File: config.mk
export PLATFORM = sky130hd
export DESIGN_NAME = stat_latch_reg
export DESIGN_NICKNAME = d
export VERILOG_FILES = /design/src/rtl/stat_pkg.sv /design/src/rtl/stat_addr_dec.sv /design/src/rtl/stat_wr_latch.sv /design/src/rtl/stat_alarm_flags.sv /design/src/rtl/stat_latch_reg.sv
export SDC_FILE = /design/constraint.sdc
export NUM_CORES = 1
export LEC_CHECK = 0
export ABC_AREA = 1
export BUFFER_PORTS_ARGS = -buffer_cell sky130_fd_sc_hd__buf_2
export CAP_MARGIN = 25
export CORE_UTILIZATION = 40
export DETAILED_ROUTE_END_ITERATION = 8
export PLACE_DENSITY = 0.77
export SLEW_MARGIN = 20
export SYNTH_ARGS = -nofsm -noshare
export SYNTH_HDL_FRONTEND = slang
export SYNTH_SLANG_ARGS = --single-unit
File: constraint.sdc
create_clock -name clk -period 1.16 [get_ports clk]
set_input_delay 0.058 -clock clk [delete_from_list [all_inputs] [get_ports clk]]
set_output_delay 0.058 -clock clk [all_outputs]
set_load 0.01 [all_outputs]
File: src/rtl/stat_pkg.sv
package stat_pkg;
  localparam int unsigned DATA_W   = 8;
  localparam int unsigned NUM_ALM  = 2;
  localparam int unsigned POS_BAT  = 7;
  localparam int unsigned POS_ALM  = 5;   // alarm n sits at POS_ALM + n
  localparam int unsigned POS_RWEN = 2;
  localparam int unsigned POS_AWEN = 1;
  localparam int unsigned POS_LOST = 0;

  localparam logic [DATA_W-1:0] CODE_ARM_ARRAY = 8'h02;
  localparam logic [DATA_W-1:0] CODE_ARM_REGS  = 8'h06;
  localparam logic [DATA_W-1:0] CODE_DISARM    = 8'h00;

  typedef enum logic [1:0] {
    TGT_ARRAY  = 2'd0,
    TGT_CTRL   = 2'd1,
    TGT_STATUS = 2'd2
  } tgt_e;
endpackage

File: src/rtl/stat_addr_dec.sv
module stat_addr_dec
  import stat_pkg::*;
#(
  parameter int unsigned ADDR_W = 8,
  parameter logic [ADDR_W-1:0] STAT_ADDR = 'h3F,
  parameter logic [ADDR_W-1:0] CTRL_LO = 'h30,
  parameter logic [ADDR_W-1:0] CTRL_HI = 'h37
) (
  input  logic [ADDR_W-1:0] addr,
  output tgt_e              tgt
);
  always_comb begin
    if (addr == STAT_ADDR)                       tgt = TGT_STATUS;
    else if (addr >= CTRL_LO && addr <= CTRL_HI) tgt = TGT_CTRL;
    else                                         tgt = TGT_ARRAY;
  end
endmodule

File: src/rtl/stat_wr_latch.sv
module stat_wr_latch
  import stat_pkg::*;
(
  input  logic              clk,
  input  logic              rst,
  input  logic              wr_stat,
  input  logic [DATA_W-1:0] wr_data,
  output logic              awen,
  output logic              rwen
);
  always_ff @(posedge clk) begin
    if (rst) begin
      awen <= 1'b0;
      rwen <= 1'b0;
    end else if (wr_stat) begin
      case (wr_data)
        CODE_ARM_ARRAY: awen <= 1'b1;
        CODE_ARM_REGS:  if (awen) rwen <= 1'b1;
        CODE_DISARM: begin
          awen <= 1'b0;
          rwen <= 1'b0;
        end
        default: ;
      endcase
    end
  end


  rwen_order_chk: assert property (@(posedge clk) disable iff (rst)
    $rose(rwen) |-> $past(awen));


  awen_code_chk: assert property (@(posedge clk) disable iff (rst)
    $rose(awen) |-> $past(wr_stat && wr_data == CODE_ARM_ARRAY));
endmodule

File: src/rtl/stat_alarm_flags.sv
module stat_alarm_flags
  import stat_pkg::*;
#(
  parameter int unsigned N = NUM_ALM
) (
  input  logic         clk,
  input  logic         rst,
  input  logic [N-1:0] alarm_in,
  input  logic         snap_take,
  input  logic         snap_clear,
  output logic [N-1:0] flags
);
  logic [N-1:0] snap;

  always_ff @(posedge clk) begin
    if (rst) begin
      flags <= '0;
      snap  <= '0;
    end else begin
      if (snap_clear) flags <= (flags & ~snap) | alarm_in;
      else            flags <= flags | alarm_in;
      if (snap_take)       snap <= flags;
      else if (snap_clear) snap <= '0;
    end
  end

  for (genvar g = 0; g < N; g++) begin : g_chk

    alarm_set_chk: assert property (@(posedge clk) disable iff (rst)
      $past(alarm_in[g]) |-> flags[g]);


    late_alarm_kept_chk: assert property (@(posedge clk) disable iff (rst)
      (snap_clear && !snap[g] && flags[g]) |=> flags[g]);
  end
endmodule

File: src/rtl/stat_latch_reg.sv
module stat_latch_reg
  import stat_pkg::*;
#(
  parameter int unsigned ADDR_W = 8,
  parameter logic [ADDR_W-1:0] STAT_ADDR = 'h3F,
  parameter logic [ADDR_W-1:0] CTRL_LO = 'h30,
  parameter logic [ADDR_W-1:0] CTRL_HI = 'h37
) (
  input  logic                 clk,
  input  logic                 rst,
  input  logic [ADDR_W-1:0]    addr,
  input  logic                 wr_en,
  input  logic [DATA_W-1:0]    wr_data,
  input  logic                 rd_en,
  input  logic                 rd_done,
  output logic [DATA_W-1:0]    rd_data,
  output logic                 wr_ack,
  input  logic [NUM_ALM-1:0]   alarm_hit,
  input  logic                 bat_mode,
  input  logic                 pwr_lost
);
  tgt_e                tgt;
  logic                awen, rwen, lost;
  logic                wr_ok, ctrl_ok;
  logic [NUM_ALM-1:0]  alm;
  logic [DATA_W-1:0]   stat_byte;

  stat_addr_dec #(
    .ADDR_W(ADDR_W), .STAT_ADDR(STAT_ADDR), .CTRL_LO(CTRL_LO), .CTRL_HI(CTRL_HI)
  ) i_dec (
    .addr(addr),
    .tgt (tgt)
  );

  stat_wr_latch i_latch (
    .clk    (clk),
    .rst    (rst),
    .wr_stat(wr_en && tgt == TGT_STATUS),
    .wr_data(wr_data),
    .awen   (awen),
    .rwen   (rwen)
  );

  stat_alarm_flags #(.N(NUM_ALM)) i_alarm (
    .clk       (clk),
    .rst       (rst),
    .alarm_in  (alarm_hit),
    .snap_take (rd_en && tgt == TGT_STATUS),
    .snap_clear(rd_done),
    .flags     (alm)
  );

  always_comb begin
    ctrl_ok = wr_en && tgt == TGT_CTRL && awen && rwen;
    wr_ok   = ctrl_ok
            || (wr_en && tgt == TGT_STATUS)
            || (wr_en && tgt == TGT_ARRAY && awen);
  end

  always_comb begin
    stat_byte = '0;
    stat_byte[POS_BAT] = bat_mode;
    stat_byte[POS_ALM +: NUM_ALM] = alm;
    stat_byte[POS_RWEN] = rwen;
    stat_byte[POS_AWEN] = awen;
    stat_byte[POS_LOST] = lost;
  end

  always_ff @(posedge clk) begin
    if (rst) begin
      lost    <= 1'b1;
      wr_ack  <= 1'b0;
      rd_data <= '0;
    end else begin
      if (pwr_lost)     lost <= 1'b1;
      else if (ctrl_ok) lost <= 1'b0;
      wr_ack <= wr_ok;
      if (rd_en) rd_data <= (tgt == TGT_STATUS) ? stat_byte : '0;
    end
  end


  ack_follows_wr_chk: assert property (@(posedge clk) disable iff (rst)
    wr_ack |-> $past(wr_en));


  lost_clear_ack_chk: assert property (@(posedge clk) disable iff (rst)
    $fell(lost) |-> wr_ack);
endmodule

Word level (Yosys, flattened, before mapping)
Index checks and enable logic that the tools add are counted.
{"block": "classes", "order_cmp": 2, "n_eq_ne": 6, "n_mux": 9, "bitwise_logic": 4, "n_reduce_logical": 18}
{"operator": "$eq A8 B2 Y1 const B", "count": 1}
{"operator": "$eq A8 B3 Y1 const B", "count": 1}
{"operator": "$eq A8 B6 Y1 const B", "count": 1}
{"operator": "$ge A8 B6 Y1 const B", "count": 1}
{"operator": "$le A8 B6 Y1 const B", "count": 1}
{"operator": "$logic_and A1 B1 Y1", "count": 8}
{"operator": "$logic_not A8 Y1", "count": 1}
{"operator": "$mux W2", "count": 4}
{"operator": "$mux W8", "count": 1}
{"operator": "$reduce_bool A2 Y1", "count": 3}
{"operator": "$or A2 B2 Y2", "count": 2}
{"operator": "$pmux W1 S2", "count": 2}
{"operator": "$reduce_and A3 Y1", "count": 1}
{"operator": "$and A2 B2 Y2", "count": 1}
{"operator": "$eq A2 B1 Y1 const B", "count": 1}
{"operator": "$eq A2 B2 Y1 const B", "count": 1}
{"operator": "$logic_not A2 Y1", "count": 1}
{"operator": "$logic_or A1 B1 Y1", "count": 2}
{"operator": "$mux W1", "count": 2}
{"operator": "$ne A2 B1 Y1 const B", "count": 1}
{"operator": "$not A2 Y2", "count": 1}
{"operator": "$reduce_and A2 Y1", "count": 1}
{"operator": "$reduce_or A2 Y1", "count": 1}
{"block": "word_totals", "reg_bits": 16, "inputBits": 25, "output_inout_bits": 9}

Logic depth before layout (Yosys ltp)
{"block": "depth", "ltp_word": 10, "depth_mapped": 8, "ltp_nobuf": 8}

Hierarchy
A second synthesis with hierarchy kept.
{"block": "hier_totals", "hier_cells": 107, "area_unflattened_um2": 725.7}
{"mod": "stat_latch_reg", "instances": 1, "cells_each": 47, "area_each_um2": 352.8, "seq_area_each_um2": 160.2}
{"mod": "stat_wr_latch", "instances": 1, "cells_each": 32, "area_each_um2": 195.2, "seq_area_each_um2": 40.0}
{"mod": "stat_alarm_flags", "instances": 1, "cells_each": 17, "area_each_um2": 136.4, "seq_area_each_um2": 80.1}
{"mod": "stat_addr_dec", "instances": 1, "cells_each": 11, "area_each_um2": 41.3, "seq_area_each_um2": 0.0}

Worst setup path before layout
No wires, ideal clock.
{"block": "synth_path", "kind": "reg2reg", "from": "register i_latch.awen", "to": "register wr_ack", "arrival_time_ns": 0.694, "setup_slack_ns": 0.399, "stages_incl_launch_ff": 7, "n_path_buf": 0, "period_less_slack_ns": 0.761, "path_cell_list": "dfxtp_1 -> nand2_1 -> inv_2 -> nand2_1 -> nand2_1 -> inv_2 -> a21oi_2"}
{"block": "synth_via", "elab_chain_cells": 4}
{"element": "start: declaration", "line_no": "stat_wr_latch.sv:8", "text": "output logic awen,"}
{"element": "start signal: assignment", "line_no": "stat_wr_latch.sv:13", "text": "awen <= 1'b0;"}
{"element": "start signal: assignment", "line_no": "stat_wr_latch.sv:17", "text": "CODE_ARM_ARRAY: awen <= 1'b1;"}
{"element": "start signal: assignment", "line_no": "stat_wr_latch.sv:20", "text": "awen <= 1'b0;"}
{"element": "$logic_and A1 B1 Y1 (2 in series)", "line_no": "stat_latch_reg.sv:54", "text": "ctrl_ok = wr_en && tgt == TGT_CTRL && awen && rwen;"}
{"element": "$logic_or A1 B1 Y1", "line_no": "stat_latch_reg.sv:56", "text": "|| (wr_en && tgt == TGT_STATUS)"}
{"element": "$logic_or A1 B1 Y1 (*)", "line_no": "stat_latch_reg.sv:57", "text": "|| (wr_en && tgt == TGT_ARRAY && awen);"}
{"element": "end signal: assignment", "line_no": "stat_latch_reg.sv:77", "text": "wr_ack <= wr_ok;"}
{"element": "end: declaration", "line_no": "stat_latch_reg.sv:17", "text": "output logic wr_ack,"}
Mark *: on every way between the ends. The rest lies on a longest branch, timed or not.
A chain may end at the register's enable or synchronous reset.

Worst setup path after layout
Same ends and word-level chain as after synthesis.

==> metrics.md <==
| Metric | Value |
|---|---|
| Status | `completed` |
| Mean number of vias per cell | `4.42` |
| Dpl hpwl | `1.16 mm` |
| Met1 GRT Util | `19.0%` |
| RSZ-0062 raised after global routing | `no` |
| Synth Instances | `104` |
| CTS H-tree lvls | `1` |
| Synth warn | `0` |
| Setup TNS Final | `0 ns` |
| P_int | `0.728 mW` |
| Core ar. | `1760 um^2` |
| Pwr Density | `938 nW/um^2` |
| Post-Route WL | `1.45 mm` |
| Final setup vio count | `0` |
| Flops & latches, synth | `14` |
| Routing usage on met3 | `4.76%` |
| Worst path arrival time | `1.04 ns` |
| Worst Hold Depth | `3` |
| Max Freq | `1210 MHz` |
| Drt drc | `0` |
| Syn Area/Cell | `7.44 um^2` |
| Required time of the critical path | `1.37 ns` |
| Clock latency on the worst-skew pair | `0.27 ns` |
| Die W | `46.0 um` |
| GR Overflow Total | `0` |
| Combinational group share of total power | `11.9%` |
| Reg2Reg Depth | `6` |
| Sequential fraction of the synthesis area | `36.2%` |
| Most area-consuming cells after synthesis | `dfxtp_1 36%, nand2_1 12%, a21oi_2 11%, inv_1 6.8%, nand2_2 5.7%` |
| Layout cells sized above 1 | `46.4%` |
| Critical path class | `reg -> reg` |
| Synth area leader | `dfxtp_1` |
| Crit path largest cell delay | `0.39 ns` |
| DRT Pass-1 Iters | `5` |
| DRT antenna net count | `0` |
| Die footprint | `2110 um^2` |
| Root Driver | `clkbuf_4` |
| Clock-pin slew on the worst setup and hold paths | `0.08 ns` |
| Critical Path End Type | `flop` |
| Gpl congestion | `0.762` |
| Switching Power | `0.219 mW` |
| Final worst-path cycle share | `71.5%` |
| Die H | `46.0 um` |
| Cell row count | `15` |
| Clock buffer depth | `2` |
| Worst vdd ir | `0.743 mV` |
| CTS tree | `built` |
| CTS Sinks | `14` |
| Max-cap violations | `0` |
| Area taken by multi-input logic gates | `400 um^2` |
| Clock Skews | `0.00204 ns` |
| Initial core utilization | `43.8%` |
| Netlist cell types | `18` |
| Layer with the highest usage | `met2` |
| # IOs | `34` |
| Total clock buffers created by CTS | `3` |
| First-pass GRT wire length | `2.42 mm` |
| Vias in the first global route | `623` |
| ANT cells | `0` |
| IO buf count | `31` |
| Layout area overhead | `30.6%` |
| Clock share of power | `36.3%` |
| Max FO, Critical Path | `4` |
| Synthesized area | `773 um^2` |
| Critical-path cell list | `nand2_1 > inv_2 > nand2_1 > nand2_1 > inv_2 > a21oi_2` |
| Fin crit period | `0.830 ns` |
| WHS | `0.0240 ns` |
| Pin count of the biggest net entering global routing | `14` |
| Switching part of the total power | `23.1%` |
| Antenna violations before repair | `0` |
| Max-slew violation count | `0` |
| # fillers | `181` |
| Hold Crit Class | `in -> reg` |
| Top cell type's share of synthesized area | `36.2%` |
| Leakage | `0.495 nW` |
| DRT iter0 DRCs | `17` |
| Register area | `280 um^2` |
| Final Hold Vio Count | `0` |
| Avg WL per Cell | `8.81 um` |
| Seq pwr share | `51.8%` |
| CP startpoint kind | `flop` |
| GR met2 Demand/Resource | `26.8%` |
| Slowest-stage cell, CP | `dfxtp_1` |
| Routed via count | `729` |
| Total Routing Usage GR | `15.7%` |
| Most frequent CP cell | `nand2_1` |
| Layout Nets | `166` |
## registers in the layout, summed over array words and instances (netlist names)
signal and cells:
lost 1, i_latch.awen 1, i_alarm.flags 2, wr_ack 1, i_alarm.snap 2, rd_data 6, i_latch.rwen 1
## path summary, 6_finish.rpt
| check | start | slack (ns) | end |
|---|---|---|---|
| worst max register to register | i_latch.awen | 0.33 | wr_ack |
| worst max-delay path | i_latch.awen | 0.33 | wr_ack |
| worst min-delay path | bat_mode | 0.02 | rd_data[7] |
| worst min register to register | lost | 0.47 | rd_data[0] |
## synth_stat cells (all sizes together)
master and count:
dfxtp 14, inv 18, o21bai 1, nand3 8, clkinv 1, conb 1
nand2 34, nor2 11, buf 3, a21oi 13
## critical path, delay by kind of cell, from the launching register on
family	cells	cell delay, ns
simple gates	3	0.18
flops	1	0.39
buf+inv	2	0.09
compound gates	1	0.12
## power groups by stage
stage                     registers (mW)  logic, mW  clock network, mW
after floorplan                    0.501     0.0594                  0
after global placement             0.501      0.103                  0
after detailed placement           0.502      0.106                  0
after CTS                          0.491      0.114              0.350
after global routing               0.491      0.129              0.379
final                              0.491      0.113              0.344
## metal layers
| layer | part of all wire, % | vias up |
|---|---|---|
| met5 | 0 | - |
| met4 | 0 | 0 |
| met3 | 4.1 | 0 |
| met2 | 57 | 19 |
| met1 | 39 | 328 |
| li1 | - | 382 |
## cell type report
class                           instances  share of cell area, %
Inverter                               19                   7.56
Multi-Input combinational cell         69                   39.7
Tap cell                               25                   3.10
Timing Repair Buffer                   34                   18.3
Clock buffer                            4                   3.59
Sequential cell                        14                   27.8
## timing repair
action / in CTS / in global routing
buffers inserted: 0 / 0
hold buffers: 3 / 0
hold endpoints to repair: 3 / 0
gates resized for setup: 0 / 0
## cell usage in the layout (no fill, tap or decap)
cell type and n:
a21oi_1 3, nand3_1 7, dfxtp_1 14, conb_1 2
clkbuf_8 1, nand2_2 7, dlygate4sd3_1 3, inv_1 14
nand2_1 25, a21oi_2 10, nor2_4 3, nor2_1 7
clkbuf_4 3, clkinv_4 1, buf_2 31, inv_2 4
nor2_2 1, nand2_4 2, nand3_4 1, o21bai_2 1
## stage by stage
stage               utilization [%]  power (mW)  cell area (um^2)  setup WS (ns)  cells
global placement               53.5       0.604               943          0.285    158
floorplan                         -       0.561               777          0.399    105
detailed placement             53.5       0.608               943          0.257    158
global route                   57.2       0.999              1010          0.242    165
finish                         57.2       0.948              1010          0.330    165
CTS                            57.2       0.954              1010          0.312    165
## cell families (layout without fill, tap and decap cells)
kind of cell / Yosys count / count (layout) / synth area share (%)
AO/OA/AOI/OAI: 14 / 14 / 14.7
buffers and inverters: 22 / 57 / 12.5
flip-flops: 14 / 14 / 36.2
other: 1 / 2 / 0.485
AND/OR/NAND/NOR: 53 / 53 / 36.1
Power figures use the tool's default switching activity.
